File: src/rtl/spi_fm_pkg.sv
package spi_fm_pkg;
  typedef enum logic [1:0] {
    FM_IDLE = 2'd0,
    FM_RUN  = 2'd1,
    FM_DONE = 2'd2
  } fm_state_e;
endpackage

File: src/rtl/spi_fm_clkdiv.sv
module spi_fm_clkdiv #(
  parameter int DIV_W = 8
) (
  input  logic             clk,
  input  logic             rst_n,
  input  logic             run,
  input  logic [DIV_W-1:0] pre_half,
  input  logic [DIV_W-1:0] rate,
  output logic             half_stb
);
  logic [DIV_W-1:0] pcnt_q;
  logic [DIV_W-1:0] rcnt_q;
  logic             pre_wrap;
  logic             rate_wrap;

  assign pre_wrap  = (pcnt_q == DIV_W'(pre_half - 1'b1));
  assign rate_wrap = (rcnt_q == rate);
  assign half_stb  = run && pre_wrap && rate_wrap;

  always_ff @(posedge clk or negedge rst_n) begin
    if (!rst_n) begin
      pcnt_q <= '0;
      rcnt_q <= '0;
    end else if (!run) begin
      pcnt_q <= '0;
      rcnt_q <= '0;
    end else if (pre_wrap) begin
      pcnt_q <= '0;
      rcnt_q <= rate_wrap ? '0 : rcnt_q + 1'b1;
    end else begin
      pcnt_q <= pcnt_q + 1'b1;
    end
  end

  // first stage never passes the halved prescale
  a_r1_prescale_bound: assert property (@(posedge clk) disable iff (!rst_n)
    run |-> (pcnt_q < pre_half));
  // second stage never passes the rate value
  a_r1_rate_bound: assert property (@(posedge clk) disable iff (!rst_n)
    run |-> (rcnt_q <= rate));
endmodule

File: src/rtl/spi_fm_ctrl.sv
module spi_fm_ctrl
  import spi_fm_pkg::*;
#(
  parameter int DATA_W = 16,
  parameter int DIV_W  = 8,
  localparam int CODE_W = $clog2(DATA_W),
  localparam int LEN_W  = CODE_W + 1,
  localparam int PH_W   = $clog2(2 * DATA_W + 2)
) (
  input  logic              clk,
  input  logic              rst_n,
  input  logic              start,
  input  logic [CODE_W-1:0] cfg_size,
  input  logic              cfg_cpol,
  input  logic              cfg_cpha,
  input  logic              cfg_loop,
  input  logic [DIV_W-1:0]  cfg_rate,
  input  logic [DIV_W-1:0]  cfg_presc,
  input  logic              half_stb,
  output fm_state_e         state,
  output logic [DIV_W-1:0]  pre_half,
  output logic [DIV_W-1:0]  rate,
  output logic [LEN_W-1:0]  n_bits,
  output logic              loop_en,
  output logic              launch,
  output logic              capture,
  output logic              sclk,
  output logic              sel_n
);
  fm_state_e        state_q;
  logic [PH_W-1:0]  ph_q;
  logic             sclk_q;
  logic             sel_n_q;
  logic             cpol_q;
  logic             cpha_q;
  logic             loop_q;
  logic [LEN_W-1:0] n_q;
  logic [DIV_W-1:0] pre_half_q;
  logic [DIV_W-1:0] rate_q;

  logic [LEN_W-1:0] n_d;
  logic [DIV_W-1:0] presc_even;
  logic [DIV_W-1:0] pre_half_d;
  logic             last_ph;
  logic             edge_go;

  assign n_d        = (cfg_size < CODE_W'(3)) ? LEN_W'(4)
                                              : LEN_W'(cfg_size) + LEN_W'(1);
  assign presc_even = {cfg_presc[DIV_W-1:1], 1'b0};
  assign pre_half_d = (presc_even == '0) ? DIV_W'(1) : (presc_even >> 1);

  assign last_ph = (ph_q == PH_W'({n_q, 1'b0}));
  assign edge_go = (state_q == FM_RUN) && half_stb && !last_ph;
  // edge number is ph_q+1; odd edges capture when phase is 0
  assign capture = edge_go && (~ph_q[0] ^ cpha_q);
  assign launch  = edge_go && !(~ph_q[0] ^ cpha_q) && (ph_q != '0);

  always_ff @(posedge clk or negedge rst_n) begin
    if (!rst_n) begin
      state_q    <= FM_IDLE;
      ph_q       <= '0;
      sclk_q     <= 1'b0;
      sel_n_q    <= 1'b1;
      cpol_q     <= 1'b0;
      cpha_q     <= 1'b0;
      loop_q     <= 1'b0;
      n_q        <= LEN_W'(4);
      pre_half_q <= DIV_W'(1);
      rate_q     <= '0;
    end else begin
      unique case (state_q)
        FM_IDLE: begin
          sclk_q <= cfg_cpol;
          if (start) begin
            state_q    <= FM_RUN;
            sel_n_q    <= 1'b0;
            ph_q       <= '0;
            cpol_q     <= cfg_cpol;
            cpha_q     <= cfg_cpha;
            loop_q     <= cfg_loop;
            n_q        <= n_d;
            pre_half_q <= pre_half_d;
            rate_q     <= cfg_rate;
          end
        end
        FM_RUN: begin
          if (half_stb) begin
            if (last_ph) begin
              state_q <= FM_DONE;
              sel_n_q <= 1'b1;
            end else begin
              ph_q   <= ph_q + 1'b1;
              sclk_q <= ~sclk_q;
            end
          end
        end
        default: state_q <= FM_IDLE;
      endcase
    end
  end

  assign state    = state_q;
  assign pre_half = pre_half_q;
  assign rate     = rate_q;
  assign n_bits   = n_q;
  assign loop_en  = loop_q;
  assign sclk     = sclk_q;
  assign sel_n    = sel_n_q;

  // serial clock moves only on a divider strobe
  a_r3_sclk_quiet: assert property (@(posedge clk) disable iff (!rst_n)
    (state_q == FM_RUN && !half_stb) |=> $stable(sclk_q));
  // clock is back at its idle level when the frame closes
  a_r3_sclk_rests: assert property (@(posedge clk) disable iff (!rst_n)
    (state_q == FM_DONE) |-> (sclk_q == cpol_q));
  // phase counter never exceeds twice the word length
  a_r4_phase_bound: assert property (@(posedge clk) disable iff (!rst_n)
    (state_q != FM_IDLE) |-> (ph_q <= PH_W'({n_q, 1'b0})));
  // frame select low only in the running state
  a_r8_select_in_frame: assert property (@(posedge clk) disable iff (!rst_n)
    !sel_n_q |-> (state_q == FM_RUN));
  // captured settings hold across the frame
  a_r9_cfg_hold: assert property (@(posedge clk) disable iff (!rst_n)
    (state_q == FM_RUN) |=> ($stable(n_q) && $stable(cpha_q) && $stable(rate_q)
                            && $stable(pre_half_q) && $stable(loop_q)));
endmodule

File: src/rtl/spi_fm_shifter.sv
module spi_fm_shifter #(
  parameter int DATA_W = 16,
  localparam int LEN_W = $clog2(DATA_W) + 1
) (
  input  logic              clk,
  input  logic              rst_n,
  input  logic              load,
  input  logic [DATA_W-1:0] tx_word,
  input  logic [LEN_W-1:0]  n_bits,
  input  logic [LEN_W-1:0]  n_load,
  input  logic              launch,
  input  logic              capture,
  input  logic              loop_en,
  input  logic              sdi,
  output logic              sdo,
  output logic [DATA_W-1:0] rx_word
);
  logic [DATA_W-1:0] tx_sh_q;
  logic [DATA_W-1:0] rx_sh_q;
  logic [LEN_W-1:0]  shamt;
  logic              din;

  assign shamt = LEN_W'(DATA_W) - n_load;
  assign sdo   = tx_sh_q[DATA_W-1];
  assign din   = loop_en ? sdo : sdi;

  always_ff @(posedge clk or negedge rst_n) begin
    if (!rst_n) begin
      tx_sh_q <= '0;
      rx_sh_q <= '0;
    end else if (load) begin
      tx_sh_q <= tx_word << shamt;
      rx_sh_q <= '0;
    end else begin
      if (launch)  tx_sh_q <= {tx_sh_q[DATA_W-2:0], 1'b0};
      if (capture) rx_sh_q <= {rx_sh_q[DATA_W-2:0], din};
    end
  end

  assign rx_word = rx_sh_q;

  // received bits never climb above the word length
  a_r6_rx_justified: assert property (@(posedge clk) disable iff (!rst_n)
    (rx_sh_q >> n_bits) == '0);
  // shifting out and sampling in never share an edge
  a_r4_edge_roles: assert property (@(posedge clk) disable iff (!rst_n)
    capture |=> $stable(tx_sh_q));
endmodule

File: src/rtl/spi_frame_master.sv
module spi_frame_master
  import spi_fm_pkg::*;
#(
  parameter int DATA_W = 16,
  parameter int DIV_W  = 8,
  localparam int CODE_W = $clog2(DATA_W),
  localparam int LEN_W  = CODE_W + 1
) (
  input  logic              clk,
  input  logic              rst_n,
  input  logic [CODE_W-1:0] cfg_size,
  input  logic              cfg_cpol,
  input  logic              cfg_cpha,
  input  logic              cfg_loop,
  input  logic [DIV_W-1:0]  cfg_rate,
  input  logic [DIV_W-1:0]  cfg_presc,
  input  logic              tx_valid,
  output logic              tx_ready,
  input  logic [DATA_W-1:0] tx_data,
  output logic              rx_valid,
  output logic [DATA_W-1:0] rx_data,
  output logic              busy,
  output logic              sclk,
  output logic              sdo,
  input  logic              sdi,
  output logic              sel_n
);
  fm_state_e         state;
  logic [DIV_W-1:0]  pre_half;
  logic [DIV_W-1:0]  rate;
  logic [LEN_W-1:0]  n_bits;
  logic [LEN_W-1:0]  n_load;
  logic              loop_en;
  logic              launch;
  logic              capture;
  logic              half_stb;
  logic              accept;
  logic              run;
  logic [DATA_W-1:0] rx_word;

  assign tx_ready = (state == FM_IDLE);
  assign accept   = tx_valid && tx_ready;
  assign run      = (state == FM_RUN);
  assign busy     = (state != FM_IDLE);
  assign rx_valid = (state == FM_DONE);
  assign rx_data  = rx_valid ? rx_word : '0;
  assign n_load   = (cfg_size < CODE_W'(3)) ? LEN_W'(4)
                                            : LEN_W'(cfg_size) + LEN_W'(1);

  spi_fm_ctrl #(.DATA_W(DATA_W), .DIV_W(DIV_W)) u_ctrl (
    .clk      (clk),
    .rst_n    (rst_n),
    .start    (accept),
    .cfg_size (cfg_size),
    .cfg_cpol (cfg_cpol),
    .cfg_cpha (cfg_cpha),
    .cfg_loop (cfg_loop),
    .cfg_rate (cfg_rate),
    .cfg_presc(cfg_presc),
    .half_stb (half_stb),
    .state    (state),
    .pre_half (pre_half),
    .rate     (rate),
    .n_bits   (n_bits),
    .loop_en  (loop_en),
    .launch   (launch),
    .capture  (capture),
    .sclk     (sclk),
    .sel_n    (sel_n)
  );

  spi_fm_clkdiv #(.DIV_W(DIV_W)) u_div (
    .clk     (clk),
    .rst_n   (rst_n),
    .run     (run),
    .pre_half(pre_half),
    .rate    (rate),
    .half_stb(half_stb)
  );

  spi_fm_shifter #(.DATA_W(DATA_W)) u_shift (
    .clk    (clk),
    .rst_n  (rst_n),
    .load   (accept),
    .tx_word(tx_data),
    .n_bits (n_bits),
    .n_load (n_load),
    .launch (launch),
    .capture(capture),
    .loop_en(loop_en),
    .sdi    (sdi),
    .sdo    (sdo),
    .rx_word(rx_word)
  );

  // an accepted word opens a frame on the next edge
  a_r8_accept_opens: assert property (@(posedge clk) disable iff (!rst_n)
    accept |=> (busy && !sel_n));
  // the result strobe follows the close of frame select, for one cycle
  a_r6_valid_pulse: assert property (@(posedge clk) disable iff (!rst_n)
    rx_valid |-> (sel_n && $past(!sel_n)) ##1 !rx_valid);
endmodule

File: config.mk
export PLATFORM = sky130hd
export DESIGN_NAME = spi_frame_master
export DESIGN_NICKNAME = d
export VERILOG_FILES = /design/src/rtl/spi_fm_pkg.sv /design/src/rtl/spi_fm_clkdiv.sv /design/src/rtl/spi_fm_ctrl.sv /design/src/rtl/spi_fm_shifter.sv /design/src/rtl/spi_frame_master.sv
export SDC_FILE = /design/constraint.sdc
export NUM_CORES = 1
export LEC_CHECK = 0
export BUFFER_PORTS_ARGS = -buffer_cell sky130_fd_sc_hd__clkbuf_2
export CAP_MARGIN = 20
export CORE_MARGIN = 2
export CORE_UTILIZATION = 60
export CTS_BUF_LIST = sky130_fd_sc_hd__clkbuf_4 sky130_fd_sc_hd__clkbuf_8
export CTS_CLUSTER_SIZE = 28
export DETAILED_ROUTE_END_ITERATION = 12
export GPL_ROUTABILITY_DRIVEN = 0
export PLACE_DENSITY_LB_ADDON = 0.3
export SYNTH_ARGS = -nofsm -noshare
export SYNTH_HDL_FRONTEND = slang
export SYNTH_SLANG_ARGS = --single-unit
File: constraint.sdc
create_clock -name clk -period 8.8 [get_ports clk]
set_input_delay 1.76 -clock clk [delete_from_list [all_inputs] [get_ports clk]]
set_output_delay 1.76 -clock clk [all_outputs]
set_load 0.02 [all_outputs]
Word level (Yosys, flattened, before mapping)
Cells that the tools add are included.
{"block": "word_totals", "regBits": 81, "input_bits": 43, "output_inout_bits": 22, "elab_cells": 84}
{"block": "op_classes", "add_sub_neg": 6, "n_lt_le_gt_ge": 1, "n_eq_ne": 10, "shifts": 1, "mux": 28, "bitwise_logic": 3, "n_reduce_logical": 22}
{"operator": "$mux W16", "n": 5}
{"operator": "$mux W8", "n": 5}
{"operator": "$mux W6", "n": 3}
{"operator": "$add A8 B1 Y8 const B", "n": 2}
{"operator": "$eq A8 B8 Y1", "n": 2}
{"operator": "$shl A16 B5 Y16", "n": 1}
{"operator": "$pmux W6 S2", "n": 1}
{"operator": "$logic_and A1 B1 Y1", "n": 8}
{"operator": "$logic_not A8 Y1", "n": 1}
{"operator": "$ne A2 B2 Y1 const B", "n": 4}
{"operator": "$reduce_and A4 Y1", "n": 2}
{"operator": "$reduce_bool A2 Y1", "n": 4}
{"operator": "$sub A8 B1 Y8 const B", "n": 1}
{"operator": "$mux W7", "n": 1}
{"operator": "$add A6 B1 Y6 const B", "n": 1}
{"operator": "$eq A6 B6 Y1", "n": 1}
{"operator": "$mux W1", "n": 6}
{"operator": "$mux W2", "n": 3}
{"operator": "$reduce_and A3 Y1", "n": 2}
{"operator": "$reduce_bool A6 Y1", "n": 1}
{"operator": "$add A4 B1 Y5 const B", "n": 1}
{"operator": "$mux W5", "n": 1}
{"operator": "$sub A5 B5 Y5 const A", "n": 1}
{"operator": "$lt A4 B2 Y1 const B", "n": 1}
{"operator": "10 further kinds", "n": 13}

Depth between registers and ports, before layout
Gate-level depths: netlist of the first run.
{"block": "logic_depth", "word_depth": 10, "depth_mapped": 13, "ltp_nobuf": 11}

Modules after synthesis
From an unflattened synthesis of the first run, not the netlist that was laid out.
{"block": "hier_totals", "cells_unflattened": 519, "area_unflattened_um2": 5178.7}
{"module": "spi_fm_shifter", "instances": 1, "cells_per_inst": 201, "area_each_um2": 2142.1, "seq_area_each_um2": 800.8}
{"module": "spi_fm_ctrl", "instances": 1, "cells_per_inst": 132, "area_each_um2": 1483.9, "seq_area_each_um2": 804.5}
{"module": "spi_fm_clkdiv", "instances": 1, "cells_per_inst": 155, "area_each_um2": 1345.0, "seq_area_each_um2": 400.4}
{"module": "spi_frame_master", "instances": 1, "cells_per_inst": 31, "area_each_um2": 207.7, "seq_area_each_um2": 0.0}

Worst setup path before layout of the first run
OpenSTA, ideal clock, no wires.
{"block": "synth_timing", "path_kind": "input-to-reg", "start": "input cfg_size[0]", "end": "register u_shift.tx_sh_q[12]", "setup_ns": 0.121, "arrival_time_ns": 4.592, "required_ns": 8.679, "slack_ns": 4.087, "cell_stages": 12, "path_buffers": 3, "path_cell_list": "ha_1 -> nor3_1 -> nor2_1 -> buf_2 -> inv_1 -> ha_1 -> clkbuf_1 -> clkbuf_1 -> mux4_2 -> mux2_2 -> o211a_1 -> o22a_1"}
{"block": "synth_between", "elab_chain_cells": 5, "elab_cells_between_ends": 6, "classes_between": "2 x add/sub; 1 x order compare; 1 x shift; 2 x mux"}
{"item": "start, declared", "line_no": "spi_frame_master.sv:11", "rtl": "input logic [CODE_W-1:0] cfg_size,"}
{"item": "$add A4 B1 Y5 / $lt A4 B2 Y1 (equally long branches)", "line_no": "spi_frame_master.sv:48, spi_frame_master.sv:47"}
{"item": "$mux W5 *", "line_no": "spi_frame_master.sv:47", "rtl": "assign n_load = (cfg_size < CODE_W'(3)) ? LEN_W'(4)"}
{"item": "$sub A5 B5 Y5 *", "line_no": "spi_fm_shifter.sv:23", "rtl": "assign shamt = LEN_W'(DATA_W) - n_load;"}
{"item": "$shl A16 B5 Y16 *", "line_no": "spi_fm_shifter.sv:32", "rtl": "tx_sh_q <= tx_word << shamt;"}
{"item": "$mux W16 *", "line_no": "spi_fm_shifter.sv:31", "rtl": "end else if (load) begin"}
{"item": "end signal, assigned", "line_no": "spi_fm_shifter.sv:32"}
{"item": "end signal, assigned", "line_no": "spi_fm_shifter.sv:35", "rtl": "if (launch) tx_sh_q <= {tx_sh_q[DATA_W-2:0], 1'b0};"}
{"item": "end, declared", "line_no": "spi_fm_shifter.sv:18", "rtl": "logic [DATA_W-1:0] tx_sh_q;"}
Every way passes the cells marked *; elsewhere a longest branch is shown, timed or not.
A chain may end at the register's enable or synchronous reset.

Final worst setup path of the first run
{"block": "layout_timing", "start": "input cfg_size[0]", "end": "register u_shift.tx_sh_q[15]"}
Same word-level chain as after synthesis.

==> results of run 1 <==
[per-stage QoR]
stage | setup WS, ns | instances | power, uW | hold slack (ns)
floorplan | 4.09 | 534 | 750 | 0.455
global placement | 3.91 | 676 | 816 | 0.470
detailed placement | 3.78 | 676 | 832 | 0.476
CTS | 4.13 | 692 | 1140 | 0.491
global route | 3.89 | 693 | 1210 | 0.506
finish | 4.12 | 693 | 1140 | 0.488
[cells in the final DEF, fill, tap and decap left out, types with 4 or more instances in the layout]
cell	n
a211oi_1	7
xnor2_1	18
a32oi_1	4
ha_1	7
a21oi_1	20
nand2b_1	9
and3_1	5
xor2_1	12
nand4_1	4
inv_1	20
nand2_1	103
nor2_1	17
buf_4	4
nor3_1	25
mux2_2	6
or4_1	4
o21ai_0	20
dfrtp_1	77
mux2i_1	25
or2_2	4
mux4_2	11
mux2_1	4
a31oi_1	6
nand3_1	16
clkbuf_2	62
and2_1	15
clkbuf_8	10
a32o_1	4
[final cells by class]
class | count | share of cell area
clock buffers | 13 | 0.0285
clock inverters | 3 | 0.0120
inverters | 21 | 0.0140
multi-input cells | 404 | 0.499
flip-flops and latches | 80 | 0.357
well taps | 105 | 0.0234
repair buffers | 67 | 0.0656
[sequential cells by signal (all words and copies together), names as in the netlist]
name and cells:
u_ctrl.rate 8, u_ctrl.ph_q 6, u_ctrl.loop_en 1, u_ctrl.sel_n 1, u_ctrl.cpha_q 1, u_ctrl.sclk 1
u_ctrl.pre_half 7, u_div.rcnt_q 8, u_div.pcnt_q 8, u_shift.tx_sh_q 16, u_ctrl.n_bits 5, u_ctrl.state 2
u_shift.rx_word 16
[power by group]
part | internal [uW] | total [uW] | switching (uW)
clock | 177 | 311 | 133
combinational | 149 | 329 | 180
sequential | 430 | 502 | 71.8
total | 756 | 1140 | 385
[worst max-delay path: cells and delay by family]
family                   cells  cell delay [ns]
adder cells (fa/ha/maj)      2             0.87
AO/OA/AOI/OAI                2             0.42
multiplexers                 1             0.19
AND/OR/NAND/NOR              5             1.13
buffers and inverters        3             0.54
[routing by layer]
layer,global-route usage,up-vias,wire [um]
met5,0,-,0
met4,0.0726,0,131
met3,0.0308,14,445
met2,0.435,87,5760
met1,0.348,2020,4900
li1,-,2003,-
[logic make-up after synthesis]
| kind of cell | count (synthesis) |
|---|---|
| AOI/OAI and AO/OA | 94 |
| xor gates and xnor gates | 30 |
| adders and majority gates | 7 |
| buffers and inverters | 50 |
| DFF | 80 |
| muxes | 48 |
| and+or+nand+nor | 225 |
[path summary, 6_finish.rpt]
kind,to,slack (ns),depth (start not counted)
max,u_shift.tx_sh_q[15]$_DFFE_PN0P_,4.12,13
min,u_ctrl.n_bits[2]$_DFFE_PN1P_,0.49,2
max reg2reg,u_shift.rx_word[13]$_DFFE_PN0P_,5.50,8
min reg2reg,u_ctrl.n_bits[2]$_DFFE_PN1P_,0.49,2
max in group asynchronous,u_ctrl.n_bits[2]$_DFFE_PN1P_,6.98,2
min in group asynchronous,u_div.pcnt_q[5]$_DFF_PN0_,1.21,1
==> out/metrics.cfg, run 1 <==
[layout]
area_delta_synth_final_pct=11.4
design_area_mm2=0.00561
utilization=0.686
multi_input_area_mm2=0.00280
fill_cells=652
drive_gt1_frac=0.206
antenna_cells=0
regArea_mm2=0.00201
final_nets=633

[synthesis]
synth_area_leader_cell=dfrtp_1
synth_top_area_frac=0.383
synthSimpleGateAreaFrac=0.226
syn-cell-area_mm2=0.00504
synth-async-reset-ratio=1.00
synth_cell_types=68
ys_ff_latch=80
synth-compound-area-share=0.132
syn_avg_cell_area_um2=9.43
synth_fp_nets=584
synth_common_cells=104 x nand2_1, 77 x dfrtp_1, 25 x mux2i_1, 25 x nor3_1
synth-xor-area-share=0.0522
synth.most_common_cell=nand2_1
synth_fa_ha_area_frac=0.0174
synth_top_family_by_area=simple AND/OR/NAND/NOR gates
synth_edf_count=0
ys_top_cells_by_area=dfrtp_1 38%, nand2_1 7.8%, mux2i_1 5.0%, mux4_2 4.9%, xnor2_1 3.1%
netlist_instances=534
synth_top_flop_cell=dfrtp_1
synth_mux_area_frac=0.127
yosysSeqAreaShare=0.398
yosys_warnings=0

[die]
die_area_mm2=0.00914
initial_utilization=0.616
die_w_um=95.6
coreArea_mm2=0.00818
std_cell_rows=33
pin_count=65
fp.dieH_um=95.6

[clock_network]
ctsHoldBuffers=0
clk_path_buf_depth=2
cts_tree=yes
cts-buffers-inserted=9
path_clk_slew_ns=0.08
cts.sinks=80
postCtsSetupRepairBufs=0
post_cts_resized=0
h-tree-depth=3
clock_latency_ns=0.35
cts-root-buf=clkbuf_8

[global_routing]
antenna_found_initial=0
grt_start_max_net_pins=81
grt_pass1_vias=3886
gr-total-overflow=0
grt_pass1_wl_um=18400
grt_usage=0.256

[critical_path]
critPathSlowestCell=ha_1
worstPathMaxFanout=19
endpoint_kind=register
cpPeakStageDelay_ns=0.55
crit_path_start=cfg_size[0]
worstPathRequired_ns=9.04
crit_chain=clkbuf_2 > ha_1 > nor3_1 > nor2_1 > buf_4 > inv_1 > ha_1 > nand2b_1 > a22oi_1 > or2_2 > mux2i_1 > nor3_1 > o32a_1
startpoint_type=input pin
worstSetupPathType=input pin to register
critical_path_arrival_ns=4.93
r2r_start=u_ctrl.pre_half[0]$_DFFE_PN1P_

[sta]
tightest_slew_ns=0.981
final.setup.tns_ns=0
slew_viol_final=0
period_needed_ns=4.68
setup_viol=0
clock.fmax_mhz=213
relSlewSlack=0.344
hold_violations=0
rsz0062_at_grt=no
finalClockSkew_ns=0.0164
finalCritPeriodShare=0.532

[power]
vdd_drop_max_mv=0.100
p_leak_uw=0.00251
p_per_area_mw_per_mm2=203

[run_status]
outcome=complete, no violations

[drt]
wl_um=11200
drt_first_pass_iters=4
antenna_left=0
vias_per_cell=5.95
num_vias=4124
drc=0
wl_per_cell_um=16.2
drtIter0Drc=239

[place]
portBuffers=63
dpl.hpwl_um=7930
post_dp_cell_area_mm2=0.00536

[run]
cap_violations=0

[hold_path]
hp-start=u_ctrl.n_bits[2]$_DFFE_PN1P_
min_path_type=register to register

No activity file was read; power rests on OpenSTA's default activity.
==> run 2: changes to the inputs <==
ABC_AREA = 1   (was unset)
clock period = 4.4 ns   (was 8.8 ns; I/O delays follow)
==> run 2 against run 1 <==
  * Final cell count is 28% higher
  * Sequential share of layout area is essentially flat
  * Critical path type unchanged
  * Cell area about the same
  * Synthesized cell count increased by 36%
  * Non-clock buffer count increased by 1
==> out/metrics.cfg, run 2 <==
[clock_network]
cts_tree=yes
cts-root-buf=clkbuf_8
cts-buffers-inserted=9  ; unchanged
clock_latency_ns=0.34  ; about the same
clk_path_buf_depth=2  ; unchanged
postCtsSetupRepairBufs=0  ; unchanged
cts.sinks=80  ; unchanged
h-tree-depth=3  ; unchanged
post_cts_resized=0  ; unchanged
path_clk_slew_ns=0.09  ; about the same
ctsHoldBuffers=0  ; unchanged

[sta]
hold_violations=0  ; unchanged
setup_viol=0  ; unchanged
relSlewSlack=0.549  ; +0.205
rsz0062_at_grt=no
finalCritPeriodShare=0.727
finalClockSkew_ns=0.0131  ; -0.00331 ns
final.setup.tns_ns=0  ; unchanged
period_needed_ns=3.20
clock.fmax_mhz=313
tightest_slew_ns=0.676  ; -0.306 ns
slew_viol_final=0  ; unchanged

[layout]
area_delta_synth_final_pct=11.0
final_common_cell=nand2_1
drive_gt1_frac=0.153  ; -0.0527
final_nets=829  ; +31%
antenna_cells=0  ; unchanged
mostFrequentLayoutCells=257 x nand2_1, 101 x nand3_1, 77 x dfrtp_1, 76 x inv_1, 62 x clkbuf_2

[critical_path]
startpoint_type=input pin
endpoint_kind=register
r2r-end=u_shift.rx_word[10]$_DFFE_PN0P_
crit_path_start=cfg_size[0]
r2r_start=u_ctrl.pre_half[0]$_DFFE_PN1P_
reg2reg_slack_ns=1.84  ; -3.66 ns
worstSetupPathType=input pin to register
rr_worst_depth=15  ; +7
critical_path_arrival_ns=3.48  ; -1.45 ns
worstPathMaxFanout=24  ; +5
worstPathRequired_ns=4.68  ; -4.36 ns

[synthesis]
netlist_instances=728  ; +36%
synth_top_area_frac=0.381  ; -0.00133
ys_ff_latch=80  ; unchanged
synth_area_leader_cell=dfrtp_1
syn_avg_cell_area_um2=6.94  ; -26%
ys_top_cells_by_area=dfrtp_1 38%, nand2_1 19%, nand3_1 10%, inv_1 5.6%, nor2_1 4.3%
synth_fp_nets=778  ; +33%
yosysSeqAreaShare=0.397  ; -0.00138
yosys_warnings=0  ; unchanged
synth.most_common_cell=nand2_1
synth_top_flop_cell=dfrtp_1
synth-async-reset-ratio=1.00  ; unchanged
synth_edf_count=0  ; unchanged
synth_cell_types=36  ; -47%
syn-cell-area_mm2=0.00505  ; +0.35%
synth_common_cells=257 x nand2_1, 101 x nand3_1, 77 x dfrtp_1, 76 x inv_1, 58 x nor2_1

[die]
coreArea_mm2=0.00818  ; unchanged
die_area_mm2=0.00917  ; +0.33%
std_cell_rows=33  ; unchanged
pin_count=65  ; unchanged
fp.dieH_um=95.8  ; +0.17%
die_w_um=95.8  ; +0.17%
initial_utilization=0.618  ; +0.00214

[place]
portBuffers=63  ; unchanged
dpl.hpwl_um=8050  ; +1.4%

[drt]
vias_per_cell=5.29  ; -11%
wl_um=11000  ; -2.3%
num_vias=4701  ; +14%
drc=0  ; unchanged
antenna_left=0  ; unchanged
drtIter0Drc=249  ; +4.2%
wl_per_cell_um=12.4  ; -24%
drt_first_pass_iters=5  ; +1

[hold_path]
min_path_type=input pin to asynchronous set/reset pin

[power]
clkPwrFrac=0.259  ; -0.013
p_per_area_mw_per_mm2=372  ; +83%
combPwrFrac=0.282  ; -0.007
pwr-share-seq=0.459  ; +0.020
vdd_drop_max_mv=0.177  ; +77%
p_switching_uw=734  ; +91%
internal-power_uw=1350  ; +79%
p_leak_uw=0.00313  ; +25%
swShare=0.352  ; +0.0142
total_power_uw=2090  ; +83%

[global_routing]
gr-total-overflow=0  ; unchanged
grt_start_max_net_pins=81  ; unchanged
grt_usage=0.260  ; +0.00389
grt_pass1_wl_um=19200  ; +4.6%
antenna_found_initial=0  ; unchanged
grt_pass1_vias=4506  ; +16%

[run_status]
outcome=complete, no violations

[run]
cap_violations=0  ; unchanged

## run 2: cell count changes after synthesis, sizes merged, moves of 11 or more
cell,before,now
and2,15,1
nor3,26,6
a21oi,20,3
mux4,11,0
mux2i,25,0
nor2,17,65
nand3,16,104
o21ai,20,31
mux2,12,1
nand2,104,273
inv,20,80
## run 2: area by class of cell
cell class	count	area, um2
Timing Repair Buffer	68	375
Fill cell	735	2570
Tap cell	105	131
Inverter	80	300
Clock inverter	4	47.5
Clock buffer	12	146
Sequential cell	80	2010
Multi-Input combinational cell	540	2600
## run 2: worst max-delay path by stage
stage	slack (ns)	cells after the start	end
floorplan	1.23	16	u_shift.tx_sh_q[14]$_DFFE_PN0P_
global route	0.85	16	u_shift.tx_sh_q[6]$_DFFE_PN0P_
global placement	0.91	16	u_shift.tx_sh_q[14]$_DFFE_PN0P_
CTS	1.21	16	u_shift.tx_sh_q[14]$_DFFE_PN0P_
detailed placement	0.85	16	u_shift.tx_sh_q[14]$_DFFE_PN0P_
finish	1.20	16	u_shift.tx_sh_q[14]$_DFFE_PN0P_
## run 2: metrics by stage
step | setup WS (ns) | area [um2] | cells | util | hold slack (ns)
2_1_floorplan | 1.23 | 5050 | 728 | - | 0.451
3_3_place_gp | 0.912 | 5390 | 872 | 0.659 | 0.469
3_5_place_dp | 0.851 | 5390 | 872 | 0.659 | 0.473
4_1_cts | 1.21 | 5580 | 888 | 0.683 | 0.491
5_1_grt | 0.850 | 5610 | 889 | 0.686 | 0.492
6_report | 1.20 | 5610 | 889 | 0.686 | 0.472
## run 2: cell families (layout without fill, tap and decap cells)
kind of cell / count (synthesis) / in the layout / share of synthesized area
DFF: 80 / 80 / 0.397
adders and majority gates: 7 / 7 / 0.0173
muxes: 1 / 1 / 0.00223
and+or+nand+nor: 460 / 460 / 0.400
AOI/OAI and AO/OA: 46 / 46 / 0.0498
buffers and inverters: 108 / 164 / 0.0889
xor gates and xnor gates: 26 / 26 / 0.0451
## run 2: power by group through the flow
stage | sequential [uW] | combinational, uW | clock, uW
floorplan | 954 | 443 | 0
global placement | 963 | 557 | 0
detailed placement | 969 | 584 | 0
CTS | 955 | 588 | 551
global route | 973 | 685 | 580
finish | 957 | 589 | 541
## run 2: layer usage
| layer | vias up | GRT usage | routed length [um] |
|---|---|---|---|
| li1 | 2390 | - | - |
| met1 | 2177 | 0.323 | 4870 |
| met2 | 117 | 0.449 | 5380 |
| met3 | 17 | 0.0556 | 522 |
| met4 | 0 | 0.0881 | 201 |
| met5 | - | 0 | 0 |
## run 2: critical path, stage by stage
cell and delay [ns]:
clkbuf_2 0.10, ha_1 0.16, inv_1 0.05, nand3_1 0.06, buf_4 0.19, nand2_1 0.06
buf_4 0.21, ha_1 0.60, inv_1 0.32, nand3_1 0.16, nand2_1 0.09, o21ai_0 0.28
nand2_1 0.09, nand3_1 0.10, nand2_2 0.05, nand2_1 0.06
